$ cat src/rtl/eth_fpc_pkg.sv
package eth_fpc_pkg;

  localparam int unsigned WORD_W    = 32;
  localparam int unsigned HALF_W    = 16;
  localparam int unsigned HDR_WORDS = 5;
  localparam int unsigned HDR_IDX_W = $clog2(HDR_WORDS);
  localparam int unsigned CFG_AW    = 3;

  // register select codes
  localparam logic [CFG_AW-1:0] SEL_DST_HI = 3'd0;
  localparam logic [CFG_AW-1:0] SEL_MIXED  = 3'd1;
  localparam logic [CFG_AW-1:0] SEL_SRC_LO = 3'd2;
  localparam logic [CFG_AW-1:0] SEL_ETYPE  = 3'd3;
  localparam logic [CFG_AW-1:0] SEL_FLAGS  = 3'd4;
  localparam logic [CFG_AW-1:0] SEL_SEQ    = 3'd5;

  typedef struct packed {
    logic [WORD_W-1:0] dst_hi;
    logic [WORD_W-1:0] mixed;
    logic [WORD_W-1:0] src_lo;
    logic [HALF_W-1:0] etype;
    logic [HALF_W-1:0] flags;
    logic [HALF_W-1:0] seq;
  } match_cfg_t;

  // expected content of header word k
  function automatic logic [WORD_W-1:0] hdr_expect(match_cfg_t c, int unsigned k);
    case (k)
      0:       hdr_expect = c.dst_hi;
      1:       hdr_expect = c.mixed;
      2:       hdr_expect = c.src_lo;
      3:       hdr_expect = {c.etype, {HALF_W{1'b0}}};
      default: hdr_expect = {c.flags, c.seq};
    endcase
  endfunction

  // bits of header word k that take part in the comparison
  function automatic logic [WORD_W-1:0] hdr_mask(int unsigned k);
    if (k == 3) hdr_mask = {{HALF_W{1'b1}}, {HALF_W{1'b0}}};
    else        hdr_mask = {WORD_W{1'b1}};
  endfunction

endpackage

$ cat src/rtl/eth_fpc_cfg.sv
module eth_fpc_cfg
  import eth_fpc_pkg::*;
(
  input  logic              clk,
  input  logic              rst,
  input  logic              we,
  input  logic [CFG_AW-1:0] addr,
  input  logic [WORD_W-1:0] wdata,
  input  logic              seq_inc,
  output match_cfg_t        cfg
);

  match_cfg_t cfg_q;
  logic       seq_wr;

  assign seq_wr = we && (addr == SEL_SEQ);

  always_ff @(posedge clk) begin
    if (rst) begin
      cfg_q <= '0;
    end else begin
      if (we) begin
        case (addr)
          SEL_DST_HI: cfg_q.dst_hi <= wdata;
          SEL_MIXED:  cfg_q.mixed  <= wdata;
          SEL_SRC_LO: cfg_q.src_lo <= wdata;
          SEL_ETYPE:  cfg_q.etype  <= wdata[WORD_W-1 -: HALF_W];
          SEL_FLAGS:  cfg_q.flags  <= wdata[HALF_W-1:0];
          default: ;
        endcase
      end
      // a direct load wins over the step
      if (seq_wr)       cfg_q.seq <= wdata[HALF_W-1:0];
      else if (seq_inc) cfg_q.seq <= cfg_q.seq + 1'b1;
    end
  end

  assign cfg = cfg_q;

  AST_SEQ_WRITE_WINS: assert property (@(posedge clk) disable iff (rst)
    seq_wr |=> (cfg_q.seq == $past(wdata[HALF_W-1:0])));

  AST_ETYPE_UPPER: assert property (@(posedge clk) disable iff (rst)
    (we && addr == SEL_ETYPE) |=> (cfg_q.etype == $past(wdata[WORD_W-1 -: HALF_W])));

endmodule

$ cat src/rtl/eth_fpc_cmp.sv
module eth_fpc_cmp
  import eth_fpc_pkg::*;
(
  input  match_cfg_t           cfg,
  input  logic [HDR_IDX_W-1:0] idx,
  input  logic [WORD_W-1:0]    data,
  output logic                 ok
);

  logic [WORD_W-1:0] exp_w [HDR_WORDS];
  logic [WORD_W-1:0] msk_w [HDR_WORDS];
  logic [HDR_WORDS-1:0] hit;

  for (genvar k = 0; k < HDR_WORDS; k++) begin : g_word
    assign exp_w[k] = hdr_expect(cfg, k);
    assign msk_w[k] = hdr_mask(k);
    assign hit[k]   = ((data ^ exp_w[k]) & msk_w[k]) == '0;
  end

  always_comb begin
    ok = 1'b0;
    for (int k = 0; k < HDR_WORDS; k++) begin
      if (idx == HDR_IDX_W'(k)) ok = hit[k];
    end
  end

endmodule

$ cat src/rtl/eth_fpc_track.sv
module eth_fpc_track
  import eth_fpc_pkg::*;
(
  input  logic                 clk,
  input  logic                 rst,
  input  logic                 beat,
  input  logic                 sof,
  input  logic                 eof,
  input  logic                 ok,
  output logic [HDR_IDX_W-1:0] cmp_idx,
  output logic                 seq_inc,
  output logic                 verdict_valid,
  output logic                 verdict_fast
);

  localparam logic [HDR_IDX_W-1:0] LAST_IDX = HDR_IDX_W'(HDR_WORDS - 1);

  logic                 in_frame_q;
  logic                 miss_q;
  logic [HDR_IDX_W-1:0] idx_q;
  logic                 vld_q, fast_q;
  logic                 active, miss_n, last_hdr, runt_end;

  always_comb begin
    cmp_idx  = sof ? '0 : idx_q;
    active   = beat && (sof || in_frame_q);
    miss_n   = (sof ? 1'b0 : miss_q) | ~ok;
    last_hdr = active && (cmp_idx == LAST_IDX);
    runt_end = active && eof && !last_hdr;
    seq_inc  = last_hdr && !miss_n;
  end

  always_ff @(posedge clk) begin
    if (rst) begin
      in_frame_q <= 1'b0;
      miss_q     <= 1'b0;
      idx_q      <= '0;
      vld_q      <= 1'b0;
      fast_q     <= 1'b0;
    end else begin
      vld_q  <= last_hdr || runt_end;
      fast_q <= seq_inc;
      if (active) begin
        if (last_hdr || eof) begin
          in_frame_q <= 1'b0;
          idx_q      <= '0;
        end else begin
          in_frame_q <= 1'b1;
          idx_q      <= cmp_idx + 1'b1;
          miss_q     <= miss_n;
        end
      end
    end
  end

  assign verdict_valid = vld_q;
  assign verdict_fast  = fast_q;

  AST_RUNT_SLOW: assert property (@(posedge clk) disable iff (rst)
    (beat && eof && !sof && in_frame_q && idx_q < LAST_IDX) |=> (verdict_valid && !verdict_fast));

  AST_STRAY_IGNORED: assert property (@(posedge clk) disable iff (rst)
    (!beat || (!sof && !in_frame_q)) |=> !verdict_valid);

  AST_MISS_STICKY: assert property (@(posedge clk) disable iff (rst)
    (beat && !sof && in_frame_q && miss_q && idx_q == LAST_IDX) |=> !verdict_fast);

  AST_IDX_RANGE: assert property (@(posedge clk) disable iff (rst)
    idx_q <= LAST_IDX);

  AST_FAST_NEEDS_STROBE: assert property (@(posedge clk) disable iff (rst)
    verdict_fast |-> verdict_valid);

endmodule

$ cat src/rtl/eth_fastpath_classifier.sv
module eth_fastpath_classifier #(
  parameter int unsigned DATA_W = eth_fpc_pkg::WORD_W,
  parameter int unsigned CFG_AW = eth_fpc_pkg::CFG_AW
) (
  input  logic              clk,
  input  logic              rst,
  input  logic              in_valid,
  output logic              in_ready,
  input  logic              in_sof,
  input  logic              in_eof,
  input  logic [DATA_W-1:0] in_data,
  input  logic              cfg_we,
  input  logic [CFG_AW-1:0] cfg_addr,
  input  logic [DATA_W-1:0] cfg_wdata,
  output logic              verdict_valid,
  output logic              verdict_fast,
  output logic [15:0]       seq_expected
);
  import eth_fpc_pkg::*;

  match_cfg_t           cfg;
  logic [HDR_IDX_W-1:0] cmp_idx;
  logic                 word_ok, seq_inc, beat, ready_q, seq_wr;

  always_ff @(posedge clk) begin
    if (rst) ready_q <= 1'b0;
    else     ready_q <= 1'b1;
  end

  assign in_ready = ready_q;
  assign beat     = in_valid && ready_q;
  assign seq_wr   = cfg_we && (cfg_addr == SEL_SEQ);

  eth_fpc_cfg u_cfg (
    .clk     (clk),
    .rst     (rst),
    .we      (cfg_we),
    .addr    (cfg_addr),
    .wdata   (cfg_wdata),
    .seq_inc (seq_inc),
    .cfg     (cfg)
  );

  eth_fpc_cmp u_cmp (
    .cfg  (cfg),
    .idx  (cmp_idx),
    .data (in_data),
    .ok   (word_ok)
  );

  eth_fpc_track u_track (
    .clk           (clk),
    .rst           (rst),
    .beat          (beat),
    .sof           (in_sof),
    .eof           (in_eof),
    .ok            (word_ok),
    .cmp_idx       (cmp_idx),
    .seq_inc       (seq_inc),
    .verdict_valid (verdict_valid),
    .verdict_fast  (verdict_fast)
  );

  assign seq_expected = cfg.seq;

  AST_SEQ_ADVANCE: assert property (@(posedge clk) disable iff (rst)
    (verdict_valid && verdict_fast && !$past(seq_wr)) |->
      (seq_expected == 16'($past(seq_expected) + 16'd1)));

  AST_SEQ_HOLD: assert property (@(posedge clk) disable iff (rst)
    (!(verdict_valid && verdict_fast) && !$past(seq_wr)) |-> $stable(seq_expected));

  AST_READY_HIGH: assert property (@(posedge clk) disable iff (rst)
    $past(!rst) |-> in_ready);

endmodule

$ cat config.mk
export PLATFORM = sky130hd
export DESIGN_NAME = eth_fastpath_classifier
export DESIGN_NICKNAME = d
export VERILOG_FILES = /design/src/rtl/eth_fpc_pkg.sv /design/src/rtl/eth_fpc_cfg.sv /design/src/rtl/eth_fpc_cmp.sv /design/src/rtl/eth_fpc_track.sv /design/src/rtl/eth_fastpath_classifier.sv
export SDC_FILE = /design/constraint.sdc
export NUM_CORES = 1
export LEC_CHECK = 0
export CAP_MARGIN = 20
export CORE_UTILIZATION = 40
export CTS_CLUSTER_DIAMETER = 80
export CTS_CLUSTER_SIZE = 12
export DETAILED_ROUTE_END_ITERATION = 6
export PLACE_DENSITY_LB_ADDON = 0.08
export SLEW_MARGIN = 10
export SYNTH_ARGS = -nofsm -noshare
export SYNTH_HDL_FRONTEND = slang
export SYNTH_HIERARCHICAL = 1
export SYNTH_SLANG_ARGS = --single-unit
$ cat constraint.sdc
create_clock -name clk -period 9 [get_ports clk]
set_clock_uncertainty 0.1 [all_clocks]
set_input_delay 1.8 -clock clk [delete_from_list [all_inputs] [get_ports clk]]
set_output_delay 1.8 -clock clk [all_outputs]
set_load 0.02 [all_outputs]
Yosys cells after proc, flatten, opt, wreduce, memory -nomap -nowiden
Index checks and enable logic that the tools add are counted.
- flip-flop bits (word level): 152
- bits in latches: 0
- bits in writable memories: 0
- ROM bits: 0
- input port bits: 73
- output and inout bits: 19
- word-level logic and storage cells: 69
- memories kept: 0
- add/subtract/negate cells: 2
- multipliers: 0
- div/mod/pow operators: 0
- order comparisons: 0
- equality and inequality tests: 9
- shift operators: 0
- mux-type cells: 12
- bitwise operators: 8
- reduce and logical (&&, ||, !) cells: 26
- operator list (cell ; number):
    $logic_not A32 Y1 ; 5
    $xor A32 B32 Y32 ; 5
    $mux W16 ; 2
    $add A16 B1 Y16 const B ; 1
    $eq A3 B2 Y1 const B ; 4
    $reduce_and A2 Y1 ; 6
    $eq A3 B3 Y1 const B ; 3
    $mux W1 ; 8
    $logic_and A1 B1 Y1 ; 7
    $eq A3 B1 Y1 const B ; 2
    $logic_not A3 Y1 ; 2
    $mux W3 ; 2
    $add A3 B1 Y3 const B ; 1
    $logic_or A1 B1 Y1 ; 3
    $logic_not A1 Y1 ; 2
    $not A1 Y1 ; 2
    $reduce_bool A2 Y1 ; 1
    $or A1 B1 Y1 ; 1

Longest topological paths before layout
Gate-level depths: netlist of the first run.
- word-level depth: 13
- mapped depth: 15
- depth with buffers taken out: 13

By module
Netlist of the first run, hierarchy kept.
- modules (own cells, without submodules) (module ; times used ; cells an instance ; area an instance (sq um) ; seq. area each (sq um)):
    eth_fpc_cfg ; 1 ; 667 ; 5300.1 ; 2882.8
    eth_fpc_cmp ; 1 ; 216 ; 1734.2 ; 0.0
    eth_fpc_track ; 1 ; 45 ; 411.6 ; 140.1
    eth_fastpath_classifier ; 1 ; 3 ; 30.0 ; 20.0

Worst setup path after synthesis of the first run
No wires, ideal clock.
- path type: input-to-reg
- start: in in_data[16]
- end: reg u_cfg.cfg_q, in the netlist u_cfg/cfg[14]
- library setup time: 79 ps
- arrival time: 4042 ps
- data required time: 8821 ps
- setup slack: 4778 ps
- cell stages on the path: 14
- buffers on the path: 2
- path through: buf_2 > xor2_1 > nor4_2 > nand4_1 > nor4_1 > nand4_1 > nand3_1 > nand3_1 > nor2_1 > buf_2 > nand4_4 > nor4_2 > xnor2_1 > a211oi_2
- word-level cells in the longest chain between the ends: 12
- elaborated cells between the ends (all ways): 20
- those cells by class: 5 x mux; 7 x bitwise; 8 x reduce/logical
- RTL lines (what ; RTL line ; RTL):
    from (decl) ; eth_fastpath_classifier.sv:11 ; input logic [DATA_W-1:0] in_data,
    $xor A32 B32 Y32 ; eth_fpc_cmp.sv:17 ; assign hit[k] = ((data ^ exp_w[k]) & msk_w[k]) == '0;
    $logic_not A32 Y1 ; eth_fpc_cmp.sv:17 ;
    $mux W1 (4 in a row) ; eth_fpc_cmp.sv:23 ; if (idx == HDR_IDX_W'(k)) ok = hit[k];
    $mux W1 * ; eth_fpc_cmp.sv:23 ;
    via word_ok ; eth_fastpath_classifier.sv:23 ; logic word_ok, seq_inc, beat, ready_q, seq_wr;
    $not A1 Y1 * ; eth_fpc_track.sv:27 ; miss_n = (sof ? 1'b0 : miss_q) | ~ok;
    $or A1 B1 Y1 * ; eth_fpc_track.sv:27 ;
    $logic_not A1 Y1 * ; eth_fpc_track.sv:30 ; seq_inc = last_hdr && !miss_n;
    $logic_and A1 B1 Y1 * ; eth_fpc_track.sv:30 ;
    via seq_inc ; eth_fastpath_classifier.sv:23 ;
    $reduce_bool A2 Y1 (no source line) * ; - ;
    to (decl) ; eth_fpc_cfg.sv:13 ; match_cfg_t cfg_q;
Mark *: on every way through the listed nets, which the timed path passes. The rest lies on a longest branch.
A chain may end at the register's enable or synchronous reset.

Worst setup path after layout of the first run
- start: in in_sof
- end: reg u_cfg.cfg_q, in the netlist u_cfg/cfg[15]
- word-level cells in the longest chain between the ends: 12
- elaborated cells between the ends (all ways): 20
- those cells by class: 4 x eq/ne; 7 x mux; 2 x bitwise; 7 x reduce/logical
- RTL lines (what ; RTL line ; RTL):
    from (decl) ; eth_fastpath_classifier.sv:9 ; input logic in_sof,
    $mux W3 * ; eth_fpc_track.sv:25 ; cmp_idx = sof ? '0 : idx_q;
    via cmp_idx[0] ; eth_fastpath_classifier.sv:22 ; logic [HDR_IDX_W-1:0] cmp_idx;
    $logic_not A3 Y1 ; eth_fpc_cmp.sv:23 ;
    $mux W1 (4 in a row) ; eth_fpc_cmp.sv:23 ;
    $mux W1 * ; eth_fpc_cmp.sv:23 ;
    via word_ok ; eth_fastpath_classifier.sv:23 ;
    $not A1 Y1 * ; eth_fpc_track.sv:27 ;
    $or A1 B1 Y1 * ; eth_fpc_track.sv:27 ;
    $logic_not A1 Y1 * ; eth_fpc_track.sv:30 ;
    $logic_and A1 B1 Y1 * ; eth_fpc_track.sv:30 ;
    via seq_inc ; eth_fastpath_classifier.sv:23 ;
    $reduce_bool A2 Y1 (no source line) * ; - ;
Marked as above.

==> results.cfg, run 1 <==
[synth]
synth_ff_type = dfxtp_1
synth_top_area_cell = dfxtp_1
async_flop_share_pct = 0
yosysWarnings = 6
yosysSeqAreaShare_pct = 40.7
synth_nets = 1007
ys_ff_latch = 152
synth_top_area_share_pct = 40.7
yosysMostFrequentCell = nand2_1
synth-edff-count = 0
netlist_top_cells_count = 265 x nand2_1, 152 x dfxtp_1, 134 x a21oi_1
synth_area_leaders = dfxtp_1 41%, nand2_1 13%, xor2_1 12%
syn_area_um2 = 7480
syn_inst = 931
synth_cell_types = 48
syn_avg_cell_area_um2 = 8.03

[global_route]
grt.busiest_layer = met2
grt_max_degree = 79
globalRouteMet2Util_pct = 41.1
antenna_found_initial = 0
grt_pass1_wl_um = 36800
grt_util_all_layers_pct = 25.9
met1_usage_pct = 36.5
grt_pass1_vias = 5899
use_met3_pct = 4.32
overflow = 0

[critical_path]
crit_type = input pin to register
crit_slowest_cell = clkdlybuf4s50_1
critical_path.most_common_cell = nand3_1
critical_path.max_stage_delay_ps = 740
r2r_start = u_cfg/cfg[3]$_SDFFE_PP0P_
critPathRequiredTime_ps = 9250
critPathMaxFanout = 12
start_kind = input pin
crit_start = in_sof
cp_cell_sequence = clkdlybuf4s50_1 > nand2b_4 > inv_1 > nor3_1 > nand3_1 > nor4_1 > nand4_1 > nand3_1 > nand3_1 > nor2_1 > nand4_1 > nor4_2 > xnor2_1 > a211oi_1
arrival_ps = 5710
worstSetupEndpointType = register

[timing]
setup_tns_ps = 0
fin_crit_sh_pct = 60.7
max_freq_ghz = 0.183
worst_pin_slew_ps = 955
rsz0062_at_grt = false
min_period_ps = 5460
slew_violations = 0
finalHoldViolCount = 0
whs_ps = 357
setup_viol = 0
slew_headroom_pct = 36.2

[routing]
via_count = 6516
viasPerCell = 5.30
drt_iter0_markers = 569
ant_nets = 0
first_pass_iters = 7
wl_per_cell_um = 20.2
drcViolationCount = 7
drt-total-wl_um = 24900

[clock_network]
root_buffer = clkbuf_16
cts_tree = built
cts.sinks = 152
cts_hold_repair.buffers = 0
cts_setup_buffers = 0
cts_buffers = 17
cts_resized = 0
clkLatencyLatePin_ps = 440
htreeDepth = 4
clk_transition_reported_paths_ps = 60
clockBufferDepth = 2

[placement]
dp_hpwl_um = 17200
place_congestion = 0.924
placement.io_buffers = 91

[power]
vdd_ir_drop_max_mv = 0.113
powerDensity_nw_per_um2 = 176
p_leak_nw = 3.15

[status]
status = finished, violations left
violations = DRC

[die]
die_w_um = 139
num_rows = 49
start_util_pct = 41.2
die_h_um = 139
die_area_um2 = 19200
core_um2 = 18100
top_level_ports = 92

[final_layout]
final_layout_size_suffix_gt1_share_pct = 5.39
diodes = 0
area_growth_pct = 20.3
fin_nets = 1065

[job]
maxCapViolCount = 0

[min_path]
min_path_type = register to register
min_from = u_track/idx_q[1]$_SDFFE_PP0P_
## worst max-delay path, delay by kind of cell
| kind | cells | cell delay [ps] |
|---|---|---|
| xor gates and xnor gates | 1 | 90 |
| AOI/OAI and AO/OA | 1 | 220 |
| buffers and inverters | 2 | 850 |
| and+or+nand+nor | 10 | 2730 |
## cells by family after synthesis
family / count (synthesis) / share of synthesized area [%]
flops: 152 / 40.7
fa+ha+maj: 3 / 0.502
xor+xnor: 157 / 18.4
simple gates: 389 / 23.8
compound gates: 160 / 11.7
mux: 1 / 0.134
buf+inv: 69 / 4.80
## area by class of cell
class | instances | area (um2)
inverter | 8 | 30.0
multi-input combinational | 710 | 4090
timing repair buffer | 100 | 976
tap | 229 | 287
clock buffer | 23 | 468
clock inverter | 8 | 97.6
sequential | 152 | 3040
fill | 1799 | 9150
## registers in the layout, indices dropped and copies added (netlist names)
| signal | flops |
|---|---|
| in_ready | 1 |
| u_cfg/cfg | 144 |
| u_track/idx_q | 3 |
| u_track/in_frame_q | 1 |
| u_track/miss_q | 1 |
| u_track/verdict_fast | 1 |
| u_track/verdict_valid | 1 |
## routing by layer
layer / routed length (um) / up-vias / part of all wire, %
met5: 0 / - / 0
met4: 312 / 0 / 1.3
met3: 1360 / 26 / 5.5
met2: 11500 / 227 / 46
met1: 11700 / 3064 / 47
li1: - / 3199 / -
## stage by stage
step                      setup slack (ps)  power (W)  cells  utilization (%)  area (um2)
after floorplan                       4780   0.000806    931                -        7480
after global placement                3310   0.000896   1199             46.4        8430
after detailed placement              3200   0.000894   1199             46.4        8430
after CTS                             3620    0.00159   1230             49.6        8990
after global routing                  3140    0.00164   1230             49.6        8990
final                                 3540    0.00158   1230             49.6        8990
## layout by cell type, fill, tap and decap left out, types with 8 or more instances in the layout
cell / Yosys / final
a211oi_1: 13 / 13
a21oi_1: 134 / 134
buf_4: 1 / 10
clkbuf_16: 0 / 17
clkdlybuf4s50_1: 0 / 90
dfxtp_1: 152 / 152
inv_1: 8 / 8
nand2_1: 265 / 265
nand3_1: 13 / 13
nand4_1: 18 / 18
nor2_1: 25 / 24
nor3_1: 11 / 10
nor4_1: 28 / 28
xnor2_1: 51 / 51
xor2_1: 106 / 106
## where the power goes
part           leakage [nW]  internal (W)  switching, W  total (W)
clock                 0.281      0.000420      0.000283   0.000703
combinational          1.64     0.0000713      0.000107   0.000179
sequential             1.23      0.000688     0.0000144   0.000703
total                  3.15       0.00118      0.000405    0.00158
## final timing paths
| kind | endpoint | slack [ps] | cells past startpoint |
|---|---|---|---|
| setup / recovery | u_cfg/cfg[15]$_SDFFE_PP0P_ | 3540 | 14 |
| hold / removal | u_track/idx_q[1]$_SDFFE_PP0P_ | 360 | 2 |
| setup reg to reg | u_cfg/cfg[15]$_SDFFE_PP0P_ | 5180 | 12 |
| hold reg to reg | u_track/idx_q[1]$_SDFFE_PP0P_ | 360 | 2 |
(Power assumes the default switching activity.)
==> run 2, diff against run 1 <==
==> constraint.sdc (replaced) <==
create_clock -name clk -period 5.6 [get_ports clk]
set_clock_uncertainty 0.1 [all_clocks]
set_input_delay 1.12 -clock clk [delete_from_list [all_inputs] [get_ports clk]]
set_output_delay 1.12 -clock clk [all_outputs]
set_load 0.02 [all_outputs]
==> run 2 against run 1 <==
  * The flow still finishes with violations (DRC)
  * Total power grew 74%
  * Combinational power grew 61%
  * Clock-buffer cell count shrank 3
  * Final area grew 1.5%
  * Non-clock buffer count grew 3
  * Utilization grew 0.74 points
  * Routed wire length shrank 0.37%
  * Register-to-register slack lost 3300 ps
  * Worst hold slack gained 7.0 ps
  * Clock power grew 89%
  * Largest cell class unchanged
==> results.cfg, run 2 (synthesis results as in run 1) <==
[status]
status = finished, violations left
violations = DRC

[timing]
min_period_ps = 4710
fin_crit_sh_pct = 84.1
finalHoldViolCount = 0
max_freq_ghz = 0.212
setup_slack_ps = 888
setup_viol = 0
worst_pin_slew_ps = 1010
setup_tns_ps = 0
rsz0062_at_grt = false
slew_violations = 0
slew_headroom_pct = 32.3

[critical_path]
worstSetupEndpointType = register
crit_buf_inv = 3
crit_slowest_cell = clkdlybuf4s50_1
critPathRequiredTime_ps = 5850
cp_cell_sequence = clkdlybuf4s50_1 > nand2b_4 > inv_1 > nor3_1 > nand3_1 > nor4_1 > nand4_1 > nand3_1 > nand3_1 > nor2_1 > buf_4 > nand4_1 > nor4_2 > xnor2_1 > a211oi_1
arrival_ps = 4960
crit_type = input pin to register
critical_path.max_stage_delay_ps = 740
critical_path.most_common_cell = nand3_1
crit_family = simple AND/OR/NAND/NOR gates
critPathMaxFanout = 12
start_kind = input pin

[min_path]
min_path_type = register to register

[placement]
placement.io_buffers = 91
dp_hpwl_um = 17500
place_congestion = 0.930
post-place-ws_ps = 639
dp_cells = 1202

[die]
start_util_pct = 41.2
top_level_ports = 92
die_area_um2 = 19200
num_rows = 49
die_h_um = 139
core_um2 = 18100
die_w_um = 139

[routing]
viasPerCell = 5.34
drt-total-wl_um = 24800
via_count = 6591
drt_iter0_markers = 546
wl_per_cell_um = 20.1
first_pass_iters = 7
ant_nets = 0
drcViolationCount = 7

[clock_network]
cts_tree = built
cts_setup_buffers = 0
clk_transition_reported_paths_ps = 70
cts_buffers = 17
htreeDepth = 4
cts_resized = 0
root_buffer = clkbuf_16
cts.sinks = 152
clockBufferDepth = 2
cts_hold_repair.buffers = 0
clkLatencyLatePin_ps = 430

[power]
powerDensity_nw_per_um2 = 301
p_total_w = 0.00275
p_leak_nw = 3.21
vdd_ir_drop_max_mv = 0.201

[global_route]
overflow = 0
grt_pass1_vias = 6195
antenna_found_initial = 0
grt_max_degree = 75
grt_pass1_wl_um = 38000
grt_util_all_layers_pct = 26.6

[final_layout]
final_cell_mix = 265 x nand2_1, 152 x dfxtp_1, 134 x a21oi_1, 106 x xor2_1, 90 x clkdlybuf4s50_1
largest_register_ffs = 144
final_layout_size_suffix_gt1_share_pct = 6.07
area_growth_pct = 22.1
fin_nets = 1068
diodes = 0
layout_commonest_cell = nand2_1
final_cells = 1234

[job]
maxCapViolCount = 0
[run 2: worst paths after layout]
kind / startpoint / to / slack, ps / depth (start not counted)
setup / recovery: in_sof / u_cfg/cfg[15]$_SDFFE_PP0P_ / 890 / 15
hold / removal: u_cfg/cfg[52]$_SDFFE_PP0P_ / u_cfg/cfg[52]$_SDFFE_PP0P_ / 360 / 2
setup reg to reg: u_cfg/cfg[3]$_SDFFE_PP0P_ / u_cfg/cfg[15]$_SDFFE_PP0P_ / 1930 / 13
hold reg to reg: u_cfg/cfg[52]$_SDFFE_PP0P_ / u_cfg/cfg[52]$_SDFFE_PP0P_ / 360 / 2
[run 2: where the power goes]
group | internal, W | switching, W
clock network | 0.000860 | 0.000475
logic | 0.000115 | 0.000173
registers | 0.00111 | 0.0000231
total | 0.00208 | 0.000671
[run 2: area by class of cell]
| class | count | area, um2 |
|---|---|---|
| Fill cell | 1804 | 9020 |
| Timing Repair Buffer | 103 | 998 |
| Multi-Input combinational cell | 710 | 4090 |
| Clock buffer | 20 | 457 |
| Tap cell | 229 | 287 |
| Inverter | 8 | 30.0 |
| Sequential cell | 152 | 3040 |
| Clock inverter | 12 | 220 |
[run 2: tightest hold or removal path: stages (launching register included)]
cell	delay, ps
dfxtp_1	310
nand2_1	50
a21oi_1	50
[run 2: layer usage]
layer | track usage [%] | routed length [um] | vias to the layer above
li1 | - | - | 3221
met1 | 36.4 | 11600 | 3134
met2 | 41.3 | 11100 | 208
met3 | 5.90 | 1530 | 28
met4 | 9.12 | 524 | 0
met5 | 0 | 0 | -
[run 2: stage by stage]
step                      instance area, um2  util, %  hold WS [ps]
final                                   9130     50.3           364
after global routing                    9130     50.3           385
after CTS                               9130     50.3           360
after detailed placement                8450     46.6           353
after global placement                  8450     46.6           343
after floorplan                         7480        -           328
